[config.mk]
export PLATFORM = sky130hd
export DESIGN_NAME = dmab_ring_ctrl
export DESIGN_NICKNAME = d
export VERILOG_FILES = /design/src/rtl/dmab_pkg.sv /design/src/rtl/dmab_hold_map.sv /design/src/rtl/dmab_wr_port.sv /design/src/rtl/dmab_ring_ctrl.sv
export SDC_FILE = /design/constraint.sdc
export NUM_CORES = 1
export LEC_CHECK = 0
export BUFFER_PORTS_ARGS = -buffer_cell sky130_fd_sc_hd__buf_2
export CAP_MARGIN = 20
export CORE_ASPECT_RATIO = 1.25
export CORE_MARGIN = 5
export CORE_UTILIZATION = 30
export CTS_BUF_LIST = sky130_fd_sc_hd__clkbuf_8
export DETAILED_ROUTE_END_ITERATION = 10
export HOLD_SLACK_MARGIN = 0.03
export PLACE_DENSITY = 0.52
export SYNTH_ARGS = -nofsm -noshare
export SYNTH_HDL_FRONTEND = slang
export SYNTH_SLANG_ARGS = --single-unit
[constraint.sdc]
create_clock -name clk -period 2.4 [get_ports clk]
set_input_delay 0.12 -clock clk [delete_from_list [all_inputs] [get_ports clk]]
set_output_delay 0.12 -clock clk [all_outputs]
set_load 0.01 [all_outputs]
[src/rtl/dmab_pkg.sv]
package dmab_pkg;

    typedef enum logic [1:0] {
        ST_FILL  = 2'd0,
        ST_DRAIN = 2'd1,
        ST_HAND  = 2'd2
    } dmab_state_e;

endpackage

[src/rtl/dmab_hold_map.sv]
module dmab_hold_map #(
    parameter int NUM_BUFS = 4,
    parameter int IW       = 2
) (
    input  logic                clk,
    input  logic                rst_n,
    input  logic                claim,
    input  logic [IW-1:0]       claim_idx,
    input  logic                rel_valid,
    input  logic [IW-1:0]       rel_idx,
    output logic [NUM_BUFS-1:0] held
);

    for (genvar g = 0; g < NUM_BUFS; g++) begin : g_slot
        logic hit_claim;
        logic hit_rel;
        assign hit_claim = claim && (claim_idx == IW'(g));
        assign hit_rel   = rel_valid && (rel_idx == IW'(g));

        always_ff @(posedge clk or negedge rst_n) begin
            if (!rst_n) begin
                held[g] <= 1'b0;
            end else if (hit_claim) begin
                held[g] <= 1'b1;
            end else if (hit_rel) begin
                held[g] <= 1'b0;
            end
        end
    end

endmodule

[src/rtl/dmab_wr_port.sv]
module dmab_wr_port #(
    parameter int              ADDR_W     = 32,
    parameter int              DATA_BYTES = 4,
    parameter int              BUF_BYTES  = 64,
    parameter int              IW         = 2,
    parameter int              OW         = 4,
    parameter int              BW         = 3,
    parameter logic [ADDR_W-1:0] BASE_ADDR = '0,
    localparam int             DATA_W     = 8 * DATA_BYTES
) (
    input  logic                  clk,
    input  logic                  rst_n,
    input  logic                  take,
    input  logic [IW-1:0]         idx,
    input  logic [OW-1:0]         off,
    input  logic [DATA_W-1:0]     data,
    input  logic [BW-1:0]         nbytes,
    output logic                  wr_valid,
    output logic [ADDR_W-1:0]     wr_addr,
    output logic [DATA_W-1:0]     wr_data,
    output logic [DATA_BYTES-1:0] wr_strb
);

    logic [ADDR_W-1:0]     addr_n;
    logic [DATA_BYTES-1:0] strb_n;

    assign addr_n = BASE_ADDR
                  + ADDR_W'(idx) * ADDR_W'(BUF_BYTES)
                  + ADDR_W'(off) * ADDR_W'(DATA_BYTES);

    for (genvar b = 0; b < DATA_BYTES; b++) begin : g_strb
        assign strb_n[b] = (nbytes > BW'(b));
    end

    always_ff @(posedge clk or negedge rst_n) begin
        if (!rst_n) begin
            wr_valid <= 1'b0;
            wr_addr  <= '0;
            wr_data  <= '0;
            wr_strb  <= '0;
        end else begin
            wr_valid <= take;
            if (take) begin
                wr_addr <= addr_n;
                wr_data <= data;
                wr_strb <= strb_n;
            end
        end
    end

endmodule

[src/rtl/dmab_ring_ctrl.sv]
module dmab_ring_ctrl
    import dmab_pkg::*;
#(
    parameter int                NUM_BUFS   = 4,
    parameter int                BUF_BYTES  = 64,
    parameter int                DATA_BYTES = 4,
    parameter int                ADDR_W     = 32,
    parameter logic [ADDR_W-1:0] BASE_ADDR  = 'h1000_0000,
    localparam int               DATA_W     = 8 * DATA_BYTES,
    localparam int               WORDS      = BUF_BYTES / DATA_BYTES,
    localparam int               IW         = (NUM_BUFS > 1) ? $clog2(NUM_BUFS) : 1,
    localparam int               OW         = (WORDS > 1) ? $clog2(WORDS) : 1,
    localparam int               CW         = $clog2(BUF_BYTES + 1),
    localparam int               BW         = $clog2(DATA_BYTES + 1)
) (
    input  logic                  clk,
    input  logic                  rst_n,
    input  logic                  s_valid,
    output logic                  s_ready,
    input  logic [DATA_W-1:0]     s_data,
    input  logic [BW-1:0]         s_bytes,
    output logic                  wr_valid,
    output logic [ADDR_W-1:0]     wr_addr,
    output logic [DATA_W-1:0]     wr_data,
    output logic [DATA_BYTES-1:0] wr_strb,
    output logic                  hand_valid,
    output logic [IW-1:0]         hand_idx,
    output logic [CW-1:0]         hand_bytes,
    input  logic                  rel_valid,
    input  logic [IW-1:0]         rel_idx,
    input  logic                  flush_req,
    output logic                  flush_ack
);

    dmab_state_e       st_q, st_d;
    logic [IW-1:0]     idx_q, idx_d, idx_next;
    logic [OW-1:0]     off_q, off_d;
    logic [CW-1:0]     cnt_q, cnt_d, cnt_sum;
    logic              pend_q, pend_d;
    logic [NUM_BUFS-1:0] held_q;
    logic              take;
    logic              closing;
    logic              claim;

    assign idx_next = (idx_q == IW'(NUM_BUFS - 1)) ? '0 : idx_q + 1'b1;
    assign cnt_sum  = cnt_q + CW'(s_bytes);
    assign take     = s_valid && s_ready;
    assign closing  = take && ((s_bytes != BW'(DATA_BYTES)) || (off_q == OW'(WORDS - 1)));
    assign claim    = (st_q == ST_HAND);

    // state register
    always_ff @(posedge clk or negedge rst_n) begin
        if (!rst_n) begin
            st_q   <= ST_FILL;
            idx_q  <= '0;
            off_q  <= '0;
            cnt_q  <= '0;
            pend_q <= 1'b0;
        end else begin
            st_q   <= st_d;
            idx_q  <= idx_d;
            off_q  <= off_d;
            cnt_q  <= cnt_d;
            pend_q <= pend_d;
        end
    end

    // next-state logic
    always_comb begin
        st_d   = st_q;
        idx_d  = idx_q;
        off_d  = off_q;
        cnt_d  = cnt_q;
        pend_d = flush_req || (pend_q && !flush_ack);
        unique case (st_q)
            ST_FILL: begin
                if (take) begin
                    cnt_d = cnt_sum;
                    if (closing) begin
                        st_d = ST_DRAIN;
                    end else begin
                        off_d = off_q + 1'b1;
                    end
                end else if (pend_q && (cnt_q != '0)) begin
                    st_d = ST_HAND;
                end
            end
            ST_DRAIN: begin
                st_d = ST_HAND;
            end
            ST_HAND: begin
                st_d  = ST_FILL;
                idx_d = idx_next;
                off_d = '0;
                cnt_d = '0;
            end
            default: begin
                st_d = ST_FILL;
            end
        endcase
    end

    // outputs
    always_comb begin
        s_ready    = (st_q == ST_FILL) && !pend_q && !held_q[idx_q];
        hand_valid = (st_q == ST_HAND);
        hand_idx   = idx_q;
        hand_bytes = cnt_q;
        flush_ack  = pend_q && ((st_q == ST_HAND) ||
                                ((st_q == ST_FILL) && (cnt_q == '0)));
    end

    dmab_hold_map #(
        .NUM_BUFS (NUM_BUFS),
        .IW       (IW)
    ) u_hold (
        .clk       (clk),
        .rst_n     (rst_n),
        .claim     (claim),
        .claim_idx (idx_q),
        .rel_valid (rel_valid),
        .rel_idx   (rel_idx),
        .held      (held_q)
    );

    dmab_wr_port #(
        .ADDR_W     (ADDR_W),
        .DATA_BYTES (DATA_BYTES),
        .BUF_BYTES  (BUF_BYTES),
        .IW         (IW),
        .OW         (OW),
        .BW         (BW),
        .BASE_ADDR  (BASE_ADDR)
    ) u_wr (
        .clk      (clk),
        .rst_n    (rst_n),
        .take     (take),
        .idx      (idx_q),
        .off      (off_q),
        .data     (s_data),
        .nbytes   (s_bytes),
        .wr_valid (wr_valid),
        .wr_addr  (wr_addr),
        .wr_data  (wr_data),
        .wr_strb  (wr_strb)
    );

endmodule

## Word level (Yosys, flattened, before mapping)

Cells that the tools add are included.

| word-level totals | value |
|---|---|
| bits in registers | 89 |
| bits in latches | 0 |
| memory bits (writable) | 0 |
| ROM bits | 0 |
| input bits | 42 |
| output and inout bits | 81 |
| logic and storage cells | 92 |
| memories kept | 0 |

| cells by class | value |
|---|---|
| add/sub/neg operators | 5 |
| $mul | 0 |
| div/mod/pow operators | 0 |
| $lt $le $gt $ge | 5 |
| equality and inequality tests | 14 |
| shift-type cells | 0 |
| mux-type cells | 20 |
| bitwise logic cells | 0 |
| reduce and logical (&&, ||, !) cells | 35 |

Operators by type and width:

| operator | number |
|---|---|
| $add A32 B6 Y32 | 1 |
| $add A29 B8 Y30 const A | 1 |
| $logic_and A1 B1 Y1 | 16 |
| $pmux W7 S2 | 1 |
| $eq A2 B2 Y1 const B | 5 |
| $reduce_bool A2 Y1 | 5 |
| $mux W1 | 9 |
| $ne A3 B3 Y1 const B | 3 |
| $mux W2 | 4 |
| $mux W4 | 2 |
| $pmux W4 S2 | 1 |
| $add A7 B3 Y7 | 1 |
| $logic_not A7 Y1 | 1 |
| $mux W7 | 1 |
| $reduce_bool A7 Y1 | 1 |
| $eq A2 B1 Y1 const B | 3 |
| $gt A3 B1 Y1 const B | 2 |
| $gt A3 B2 Y1 const B | 2 |
| $logic_not A2 Y1 | 3 |
| $add A4 B1 Y4 const B | 1 |
| $eq A4 B4 Y1 const B | 1 |
| $ne A2 B2 Y1 const B | 2 |
| $pmux W2 S2 | 1 |
| $reduce_and A2 Y1 | 2 |
| 6 further kinds | 10 |

## Logic depth before layout (Yosys ltp)

Gate-level depths: netlist (run 1).

| depth | value |
|---|---|
| depth after elaboration | 9 |
| gate-level depth with buffers | 7 |
| depth with buffers taken out | 7 |

## Modules after synthesis

From an unflattened synthesis (run 1), not the netlist that was laid out.

| second synthesis, totals | value |
|---|---|
| cell total of the unflattened synthesis | 232 |
| area, all modules | 3088.0 um^2 |

Modules (own cells, without submodules):

| module | times used | cells each | area each (um^2) |
|---|---|---|---|
| dmab_wr_port | 1 | 124 | 1984.4 |
| dmab_ring_ctrl | 1 | 93 | 927.1 |
| dmab_hold_map | 1 | 15 | 176.4 |

## Least setup slack after synthesis (run 1)

OpenSTA, ideal clock, no wires.

| timing path | value |
|---|---|
| path kind | register to register |
| start point | reg idx_q[0], in the netlist hand_idx[0] |
| end point | reg u_wr.wr_data[18] |
| data arrival time | 1.934 ns |
| setup slack | 0.341 ns |
| cell stages (with the launch flop) | 7 |
| cell sequence | dfrtp_1 mux4_2 or2_4 clkinv_2 buf_8 buf_8 mux2_2 |

| on the way | value |
|---|---|
| cells in the longest elaborated chain, start to end | 5 |

Ends and longest elaborated chain:

| element | RTL line | source |
|---|---|---|
| start, declared | dmab_ring_ctrl.sv:36 | `logic [IW-1:0] idx_q, idx_d, idx_next;` |
| start signal, assigned | dmab_ring_ctrl.sv:61 | `idx_q <= idx_d;` |
| $bmux W1 S2 | dmab_ring_ctrl.sv:105 | `s_ready = (st_q == ST_FILL) && !pend_q && !held_q[idx_q];` |
| $mux W1 (implied by the code) | dmab_ring_ctrl.sv:105 |  |
| $logic_not A1 Y1 | dmab_ring_ctrl.sv:105 |  |
| $logic_and A1 B1 Y1 | dmab_ring_ctrl.sv:105 |  |
| $logic_and A1 B1 Y1 | dmab_ring_ctrl.sv:47 | `assign take = s_valid && s_ready;` |
| end signal, assigned | dmab_wr_port.sv:45 | `wr_data <= data;` |
| end, declared | dmab_wr_port.sv:20 | `output logic [DATA_W-1:0] wr_data,` |

No other way between the ends. The select of a mux whose other input is x is not followed.
A chain may end at the register's enable or synchronous reset.

## Final worst setup path (run 1)

| timing path | value |
|---|---|
| start point | reg idx_q[0], in the netlist hand_idx[0] |
| end point | reg u_wr.wr_data[4] |

The elaborated chain is that of the path after synthesis.

==> results.yml, run 1 <==
worst_setup_path:
  crit-reg2reg-launch: "hand_idx[0]"
  critPathCapture: "u_wr.wr_data[4]"
  required_ps: 2620
  crit_path_start: "hand_idx[0]"
  timing.setup.critical_path_class: "reg -> reg"
  cp_max_fo: 24
  r2r_setup_slack_ps: 230
  timing.rr.end: "u_wr.wr_data[4]"
  r2r_cells: 5
  worstPathArrival_ps: 2390
  crit_path_start_kind: "register"
  worst_setup_path_end_kind: "register"
synth:
  synth.cell_area_um2: 2949
  yosysUniqueCellTypes: 37
  yosysTopAreaCellShare_pct: 54.31
  postSynthCellCount: 243
  synth_top_cell_by_area: "dfrtp_1"
  synthTopCellsByArea: "dfrtp_1 (54%), mux2_2 (15%), buf_4 (7.1%), ha_1 (3.4%), nand2_1 (2.5%)"
  ys_ff_latch: 64
  ys_seq_area_share_pct: 54.31
  synth_warnings: 0
  avgSynthCellArea_um2: 12.14
route:
  routed.top_layer: "met4"
  wl_um: 6836
  met1Wirelength_um: 2754
  drtIter0Drc: 28
  post-route-drc-count: 0
  wl_per_cell_um: 13.43
  dr.pass1.iters: 4
  vias: 2202
  wl_met3_um: 464
  vias_per_cell: 4.326
  ant_nets: 0
  dr_wl_met2_um: 3471
sta:
  period_share_pct: 90.44
  relSlewSlack_pct: 61.22
  clock.fmax_mhz: 460.7
  clock_skew_ps: 10.66
  hold_violations: 0
  rsz0062_at_grt: "no"
  finalSetupViolations: 0
  worst_slew_pin_slew_ps: 581.8
  setup_tns_ps: 0
  fin_crit_ps: 2171
  finalMaxSlewViolations: 0
finish:
  final_nets: 429
  drive_above_1_share_pct: 40.99
  syn2layout_area_growth_pct: 37.00
  antenna_cells: 0
pwr:
  p_leak_nw: 2.013
  fin_total_pwr_mw: 4.440
  vdd_drop_max_mv: 0.3662
  power.density_nw_per_um2: 1099
die:
  die_area_um2: 11930
  num_rows: 40
  pin_count: 123
  core_um2: 9609
  start_util_pct: 30.69
  die_x_um: 98.68
  die_h_um: 120.9
grt:
  grt_overflow_total: 0
  grt_pass1_wl_um: 11440
  grt_usage_pct: 12.07
  grt_max_degree: 41
  antenna_found_initial: 0
  grt_pass1_vias: 2375
place:
  port_buffers: 97
  place_congestion: 0.7526
  hpwl_um: 4741
clocking:
  clock_path_buffers: 2
  cts_sinks: 64
  cts_buffers: 9
  postCtsHoldBufs: 34
  root_buffer: "clkbuf_8"
  cts_resized: 0
  cts_tree: "done"
  cts_setup_buffers: 0
  path_clk_slew_ps: 70
  clk-insertion-delay-late_ps: 340
  htreeDepth: 3
status:
  status: "finished, final reports clean"
run:
  drv_cap: 0
worst_hold_path:
  hold_path_class: "in -> reg"
-- worst min path at each step --
stage	from	endpoint	slack (ps)	cells past startpoint
after floorplan	rst_n	hand_bytes[0]	-180	0
after global placement	rst_n	u_wr.wr_data[20]	160	1
after detailed placement	rst_n	u_wr.wr_data[20]	160	1
after CTS	rel_idx[0]	u_hold.held[2]	30	3
after global routing	rel_idx[0]	u_hold.held[2]	50	3
final	rel_idx[0]	u_hold.held[2]	50	3
-- synth_stat cells --
cell type	instances
dfrtp_1	64
mux2_2	39
buf_4	28
nand2_1	20
nor2_1	11
o21ai_0	9
a21oi_1	8
ha_1	8
inv_1	8
nand3_1	7
nand2b_1	5
clkbuf_1	3
mux2i_1	3
a22o_1	2
and3_1	2
buf_8	2
nor3_1	2
or3_1	2
xnor2_1	2
a2111oi_0	1
a211oi_1	1
a31o_1	1
a31o_2	1
a31oi_1	1
and2_1	1
buf_2	1
clkinv_2	1
conb_1	1
fa_1	1
mux4_2	1
nand4_1	1
nor3b_1	1
nor4_1	1
nor4b_1	1
or2_4	1
or3b_2	1
or4b_1	1
-- kinds of logic after synthesis --
kind of cell / synth area share [%]
buffers and inverters: 9.885
AOI/OAI and AO/OA: 4.837
and+or+nand+nor: 9.504
xor gates and xnor gates: 0.5941
other: 0.1272
muxes: 16.67
adders and majority gates: 4.073
DFF: 54.31
-- critical path: stages, from the launching register on --
cell      delay (ps)
dfrtp_1          470
mux4_2           590
or2_4            350
clkinv_2         110
buf_12           180
mux2_2           350
-- layout by cell type (no fill, tap or decap), types with 2 or more instances in the layout --
master and count:
nand2_1 20, buf_2 97, and3_1 2, a21oi_1 8, conb_1 25, nor3_1 2
bufinv_16 2, clkinv_2 2, or3_1 2, nor2_1 11, buf_12 3, inv_1 11
dlygate4sd3_1 34, nand3_1 7, mux2i_1 3, clkbuf_8 10, xnor2_1 2, mux2_2 39
ha_1 8, dfrtp_1 64, o21ai_0 9, nand2b_1 5, a22o_1 2
-- per-layer routing --
| metal | global-route usage, % | up-vias |
|---|---|---|
| met5 | 0 | - |
| met4 | 6.319 | 0 |
| met3 | 3.048 | 12 |
| met2 | 20.60 | 82 |
| met1 | 13.87 | 1062 |
| li1 | - | 1046 |
-- final cells by class --
class                      instances  area, µm²
sequential                        64       1602
clock inverter                     6      76.32
tap                              126      157.7
inverter                           9      35.03
clock buffer                      10      137.6
fill                             940       5569
timing repair buffer             134      885.9
multi-input combinational        160       1146
-- per-stage QoR --
stage | hold slack (ps) | util (%) | cells | worst slack (ps) | area (µm²)
floorplan | -175.6 | - | 267 | 340.9 | 3039
global placement | 157.6 | 36.28 | 459 | 272.7 | 3486
detailed placement | 156.8 | 36.28 | 459 | 224.7 | 3486
CTS | 31.82 | 42.04 | 509 | 201.2 | 4040
global route | 48.05 | 42.04 | 509 | 93.31 | 4040
finish | 49.55 | 42.04 | 509 | 229.4 | 4040
-- registers in the layout, summed over array words and instances (netlist names) --
register and flops:
u_wr.wr_strb 4, st_q 2, u_wr.wr_valid 1, off_q 4
hand_idx 2, hand_bytes 7, u_hold.held 4, pend_q 1
u_wr.wr_addr 7, u_wr.wr_data 32
-- report_power, final --
part / internal (mW) / switching, mW / leakage, nW / total, mW
registers: 1.51 / 0.248 / 0.789 / 1.76
logic: 0.857 / 0.825 / 1.10 / 1.68
clock network: 0.601 / 0.402 / 0.120 / 1.00
Power figures use the tool's default switching activity.
==> inputs of run 2 (changes only) <==
--- a/config.mk
+++ b/config.mk
@@ -12,6 +12,7 @@
 export CORE_UTILIZATION = 30
 export CTS_BUF_LIST = sky130_fd_sc_hd__clkbuf_8
 export DETAILED_ROUTE_END_ITERATION = 10
+export GPL_TIMING_DRIVEN = 0
 export HOLD_SLACK_MARGIN = 0.03
 export PLACE_DENSITY = 0.52
 export SYNTH_ARGS = -nofsm -noshare
==> run 2 against run 1 <==
Effect of this change:
- count of clock-buffer cells in the layout did not move
- global-route usage increased by 0.15 points
- routed wire length increased by 1.1%
- final area up 6.8%
- non-clock buffer count rose by 33
- clock power rose by 24%
- maximum frequency is 0.92% lower
- register-to-register slack got worse by 20 ps
- die area unchanged
- hold slack improved by 57 ps
- utilization grew 2.8 points
- sequential power is essentially flat
- largest cell class unchanged
- largest power group unchanged
- highest routed layer unchanged
==> results.yml, run 2 (synthesis results as in run 1) <==
clocking:
  cts_sinks: 64
  cts_tree: "done"
  clock_path_buffers: 2
  cts_setup_buffers: 0
  clk-insertion-delay-late_ps: 340
  path_clk_slew_ps: 70
  cts_resized: 0
  root_buffer: "clkbuf_8"
  cts_buffers: 9
  htreeDepth: 3
worst_setup_path:
  crit_path_start: "hand_idx[0]"
  r2r_cells: 6
  crit_path_start_kind: "register"
  worstPathArrival_ps: 2420
  timing.rr.end: "u_wr.wr_data[19]"
  crit-reg2reg-launch: "hand_idx[0]"
  cp_max_fo: 10
  worst_setup_path_end_kind: "register"
  timing.setup.critical_path_class: "reg -> reg"
  r2r_setup_slack_ps: 210
  required_ps: 2630
sta:
  relSlewSlack_pct: 45.62
  finalMaxSlewViolations: 0
  period_share_pct: 91.28
  hold_violations: 0
  rsz0062_at_grt: "no"
  setup_tns_ps: 0
  clock.fmax_mhz: 456.5
  finalSetupViolations: 0
  clock_skew_ps: 7.756
  worst_slew_pin_slew_ps: 815.8
  fin_crit_ps: 2191
grt:
  grt_overflow_total: 0
  grt_usage_pct: 12.22
  grt_pass1_wl_um: 11560
  grt_pass1_vias: 2320
  grt_max_degree: 65
  antenna_found_initial: 0
finish:
  layout_common_cells: "buf_2 (97), dfrtp_1 (64), mux2_2 (39)"
  regMostFlops: "u_wr.wr_data"
  n_fill_cell: 938
  syn2layout_area_growth_pct: 46.25
  antenna_cells: 0
  fin_area_um2: 4313
  final_cells: 542
  drive_above_1_share_pct: 45.19
  mostFrequentLayoutCell: "buf_2"
  final_nets: 462
  largest_reg_flops: 32
place:
  place_congestion: 0.7329
  dp.cells: 490
  hpwl_um: 4889
  dpl_cell_area_um2: 3685
  port_buffers: 97
route:
  wl_per_cell_um: 12.76
  dr.pass1.iters: 4
  vias: 2279
  post-route-drc-count: 0
  drtIter0Drc: 26
  wl_um: 6914
  vias_per_cell: 4.205
  ant_nets: 0
die:
  die_h_um: 120.9
  die_x_um: 98.68
  pin_count: 123
  core_um2: 9609
  die_area_um2: 11930
  start_util_pct: 30.69
  num_rows: 40
pwr:
  power.density_nw_per_um2: 1099
  p_leak_nw: 2.185
  vdd_drop_max_mv: 0.4251
worst_hold_path:
  hold_depth: 4
  min_from: "rel_valid"
  hold_path_end: "u_hold.held[2]"
  hold_path_class: "in -> reg"
status:
  status: "finished, final reports clean"
run:
  drv_cap: 0
## run 2: changes by cell type in the layout (fill, tap and decap cells not counted)
cell           change
clkbuf_1           +3
buf_4             +29
dlygate4sd3_1      +2
bufinv_16          +2
clkinv_2           +1
buf_12             -3
buf_8              +2
inv_1              -3
## run 2: power breakdown
group / leakage, nW / internal (mW) / switching [mW]
Clock: 0.136 / 0.820 / 0.423
Sequential: 0.789 / 1.51 / 0.241
Combinational: 1.26 / 0.898 / 0.849
## run 2: timing repair
item                       CTS  global route
setup endpoints to repair    0             0
hold buffers                36             0
hold endpoints to repair    99             0
## run 2: layer usage
metal,up-vias,share of wire [%],GRT usage (%)
met5,-,0,0
met4,0,2.2,6.149
met3,13,6.9,3.450
met2,79,48,19.46
met1,1070,43,15.12
li1,1117,-,-
## run 2: through the flow
| stage | hold slack, ps | setup WS (ps) | total power [mW] | util (%) |
|---|---|---|---|---|
| floorplan | -175.6 | 340.9 | 2.830 | - |
| global placement | 312.1 | 207.0 | 3.479 | 38.32 |
| detailed placement | 288.7 | 195.3 | 3.512 | 38.35 |
| CTS | 75.23 | 180.3 | 4.836 | 44.88 |
| global route | 111.8 | 137.6 | 5.096 | 44.88 |
| finish | 106.6 | 209.3 | 4.738 | 44.88 |
## run 2: layout make-up
| class | count | area, µm² | share of cell area (%) |
|---|---|---|---|
| Clock inverter | 6 | 130.1 | 3.017 |
| Inverter | 9 | 35.03 | 0.8123 |
| Clock buffer | 10 | 137.6 | 3.191 |
| Multi-Input combinational cell | 160 | 1146 | 26.57 |
| Tap cell | 126 | 157.7 | 3.655 |
| Sequential cell | 64 | 1602 | 37.13 |
| Timing Repair Buffer | 133 | 848.3 | 19.67 |
| Buffer | 34 | 256.5 | 5.947 |
## run 2: worst max-delay path by stage
stage	end	slack (ps)	cells past startpoint
2_1_floorplan	u_wr.wr_data[18]	340	6
3_3_place_gp	u_wr.wr_data[19]	210	6
3_5_place_dp	u_wr.wr_data[19]	200	6
4_1_cts	u_wr.wr_data[19]	180	6
5_1_grt	u_wr.wr_data[31]	140	6
6_report	u_wr.wr_data[19]	210	6
## run 2: worst max-delay path, stage by stage, from the launching register on
cell and delay (ps):
dfrtp_1 480, mux4_2 600, or2_4 300, clkinv_2 70, buf_8 140, buf_8 140, mux2_2 330
==> inputs of run 3 (changes only) <==
--- a/config.mk
+++ b/config.mk
@@ -9,12 +9,13 @@
 export CAP_MARGIN = 20
 export CORE_ASPECT_RATIO = 1.25
 export CORE_MARGIN = 5
-export CORE_UTILIZATION = 30
+export CORE_UTILIZATION = 40
 export CTS_BUF_LIST = sky130_fd_sc_hd__clkbuf_8
 export DETAILED_ROUTE_END_ITERATION = 10
 export GPL_TIMING_DRIVEN = 0
 export HOLD_SLACK_MARGIN = 0.03
-export PLACE_DENSITY = 0.52
+export PLACE_DENSITY = 0.66
 export SYNTH_ARGS = -nofsm -noshare
 export SYNTH_HDL_FRONTEND = slang
+export SYNTH_HIERARCHICAL = 1
 export SYNTH_SLANG_ARGS = --single-unit
==> constraint.sdc (replaced) <==
create_clock -name clk -period 2.51 [get_ports clk]
set_input_delay 0.1255 -clock clk [delete_from_list [all_inputs] [get_ports clk]]
set_output_delay 0.1255 -clock clk [all_outputs]
set_load 0.01 [all_outputs]
==> run 3 against run 2 <==
Effect of this change:
- critical path depth up 1
- clock power shrank 32%
- global-route usage is 2.5 points higher
- sequential share of layout area rose by 0.061 points
- final area barely moved
- routed wire length down 1.5%
- critical path type unchanged
==> results.yml, run 3 <==
synth:
  yosysTopAreaCellShare_pct: 51.86
  ys_ff_latch: 64
  synthArstFlopShare_pct: 100.0
  postSynthCellCount: 232
  synth_warnings: 6
  synth_edf_count: 0
  synthTopCellsByArea: "dfrtp_1 (52%), mux2_4 (16%), buf_4 (6.1%), mux2_2 (2.2%), ha_1 (2.0%)"
  synth_top_cell_by_area: "dfrtp_1"
  yosys-top-cells-count: "dfrtp_1 (64), mux2_4 (33), buf_4 (25)"
  synth.cell_area_um2: 3088
  synth_most_common_cell: "dfrtp_1"
  avgSynthCellArea_um2: 13.31
  ys.flop_type: "dfrtp_1"
  ys_seq_area_share_pct: 51.86
  yosysUniqueCellTypes: 39
sta:
  relSlewSlack_pct: 47.43
  rsz0062_at_grt: "no"
  finalMaxSlewViolations: 0
  setup_tns_ps: 0
  finalSetupViolations: 0
  hold_violations: 0
  clock_skew_ps: 8.631
  worst_slew_pin_slew_ps: 788.5
  hold-worst-slack_ps: 123.4
  period_share_pct: 92.99
  fin_crit_ps: 2334
  clock.fmax_mhz: 428.5
die:
  pin_count: 123
  die_area_um2: 9588
  num_rows: 35
  start_util_pct: 41.48
  die_h_um: 108.2
  core_um2: 7445
  die_x_um: 88.59
grt:
  grt_pass1_wl_um: 10970
  grt_pass1_vias: 2400
  grt_max_degree: 65
  grt_usage_pct: 14.76
  grt_overflow_total: 0
  antenna_found_initial: 0
finish:
  final_util_pct: 57.88
  layout_common_cells: "buf_2 (96), dfrtp_1 (63), dlygate4sd3_1 (34)"
  seq_area_um2: 1603
  final_cells: 494
  n_fill_cell: 648
  syn2layout_area_growth_pct: 39.55
  antenna_cells: 0
  multi_input_area_um2: 1242
  largest_reg_flops: 32
  drive_above_1_share_pct: 46.52
  mostFrequentLayoutCell: "buf_2"
  final_nets: 446
  regMostFlops: "u_wr/wr_data"
clocking:
  clock_path_buffers: 2
  path_clk_slew_ps: 70
  root_buffer: "clkbuf_8"
  cts_tree: "done"
  cts_setup_buffers: 0
  cts_sinks: 64
  clk-insertion-delay-late_ps: 320
  cts_buffers: 9
  htreeDepth: 3
place:
  hpwl_um: 4702
  dp.cells: 445
  place_congestion: 0.8113
  port_buffers: 97
run:
  drv_cap: 0
worst_setup_path:
  cp_max_fo: 10
  timing.setup.critical_path_class: "reg -> reg"
  worst_setup_path_end_kind: "register"
  crit_path_start_kind: "register"
  worstPathArrival_ps: 2540
  required_ps: 2710
route:
  wl_um: 6807
  vias_per_cell: 4.638
  drtIter0Drc: 53
  wl_per_cell_um: 13.78
  ant_nets: 0
  post-route-drc-count: 0
  vias: 2291
  dr.pass1.iters: 4
pwr:
  p_leak_nw: 2.236
  power.density_nw_per_um2: 1041
  vdd_drop_max_mv: 0.5144
  fin_total_pwr_mw: 4.487
worst_hold_path:
  hold_path_class: "in -> reg"
status:
  status: "finished, final reports clean"
[run 3: changes by cell type after synthesis, moves of 4 or more]
| cell | previous run | this run |
|---|---|---|
| a21o_1 | 0 | 4 |
| inv_1 | 8 | 12 |
| mux2_2 | 39 | 6 |
| mux2_4 | 0 | 33 |
| nand2_1 | 20 | 7 |
| o211ai_1 | 0 | 4 |
| o21ai_0 | 9 | 3 |
| or4_1 | 0 | 5 |
[run 3: timing repair]
item | 4_1_cts | 5_1_grt
setup endpoints to repair | 0 | 33
gates resized for setup | 0 | 1
endpoints found under the hold margin | 97 | 0
hold buffers | 34 | 0
[run 3: kinds of logic after synthesis]
family / synth area share [%]
flops: 51.86
buf+inv: 10.82
simple gates: 8.387
mux: 18.96
compound gates: 6.888
fa+ha+maj: 2.674
other cells: 0.1214
xor+xnor: 0.2837
[run 3: routing by layer]
metal | vias up | part of all wire, % | GRT usage, %
met4 | 0 | 2.4 | 6.911
li1 | 1109 | - | -
met5 | - | 0 | 0
met3 | 15 | 6.4 | 2.896
met2 | 82 | 49 | 25.03
met1 | 1085 | 42 | 17.79
[run 3: power breakdown]
| part | total [mW] | switching (mW) | internal (mW) |
|---|---|---|---|
| Combinational | 1.93 | 0.847 | 1.08 |
| Clock | 0.840 | 0.369 | 0.472 |
| Sequential | 1.72 | 0.274 | 1.45 |
[run 3: worst max-delay path: stages (launching register included)]
cell and delay [ps]:
dfrtp_2 470, mux4_2 550, nand2b_4 160, buf_6 140
inv_1 190, buf_6 220, buf_12 160, mux2_4 300
[run 3: cell type report]
class | instances | share of cell area, %
multi-input combinational | 147 | 28.83
tap | 92 | 2.671
buffer | 33 | 6.707
clock buffer | 10 | 3.194
timing repair buffer | 131 | 19.22
inverter | 12 | 1.045
clock inverter | 5 | 1.132
sequential | 64 | 37.20
[run 3: final timing paths]
| kind | startpoint | endpoint | slack (ps) | depth (start not counted) |
|---|---|---|---|---|
| setup / recovery | hand_idx[0] | u_wr/wr_data[4] | 180 | 7 |
| hold / removal | rel_idx[1] | u_hold/held[0] | 120 | 3 |
| setup reg to reg | hand_idx[0] | u_wr/wr_data[4] | 180 | 7 |
| hold reg to reg | u_wr/wr_addr[28] | u_wr/wr_addr[28] | 460 | 1 |
| max in group asynchronous | rst_n | hand_idx[0] | 1540 | 2 |
| min in group asynchronous | rst_n | u_wr/wr_data[17] | 430 | 2 |
[run 3: per-stage QoR]
stage | setup slack (ps) | instance area [µm²]
6_report | 176.1 | 4309
5_1_grt | 72.59 | 4309
4_1_cts | 57.90 | 4308
3_5_place_dp | 68.49 | 3781
3_3_place_gp | 119.2 | 3779
2_1_floorplan | 313.5 | 3178
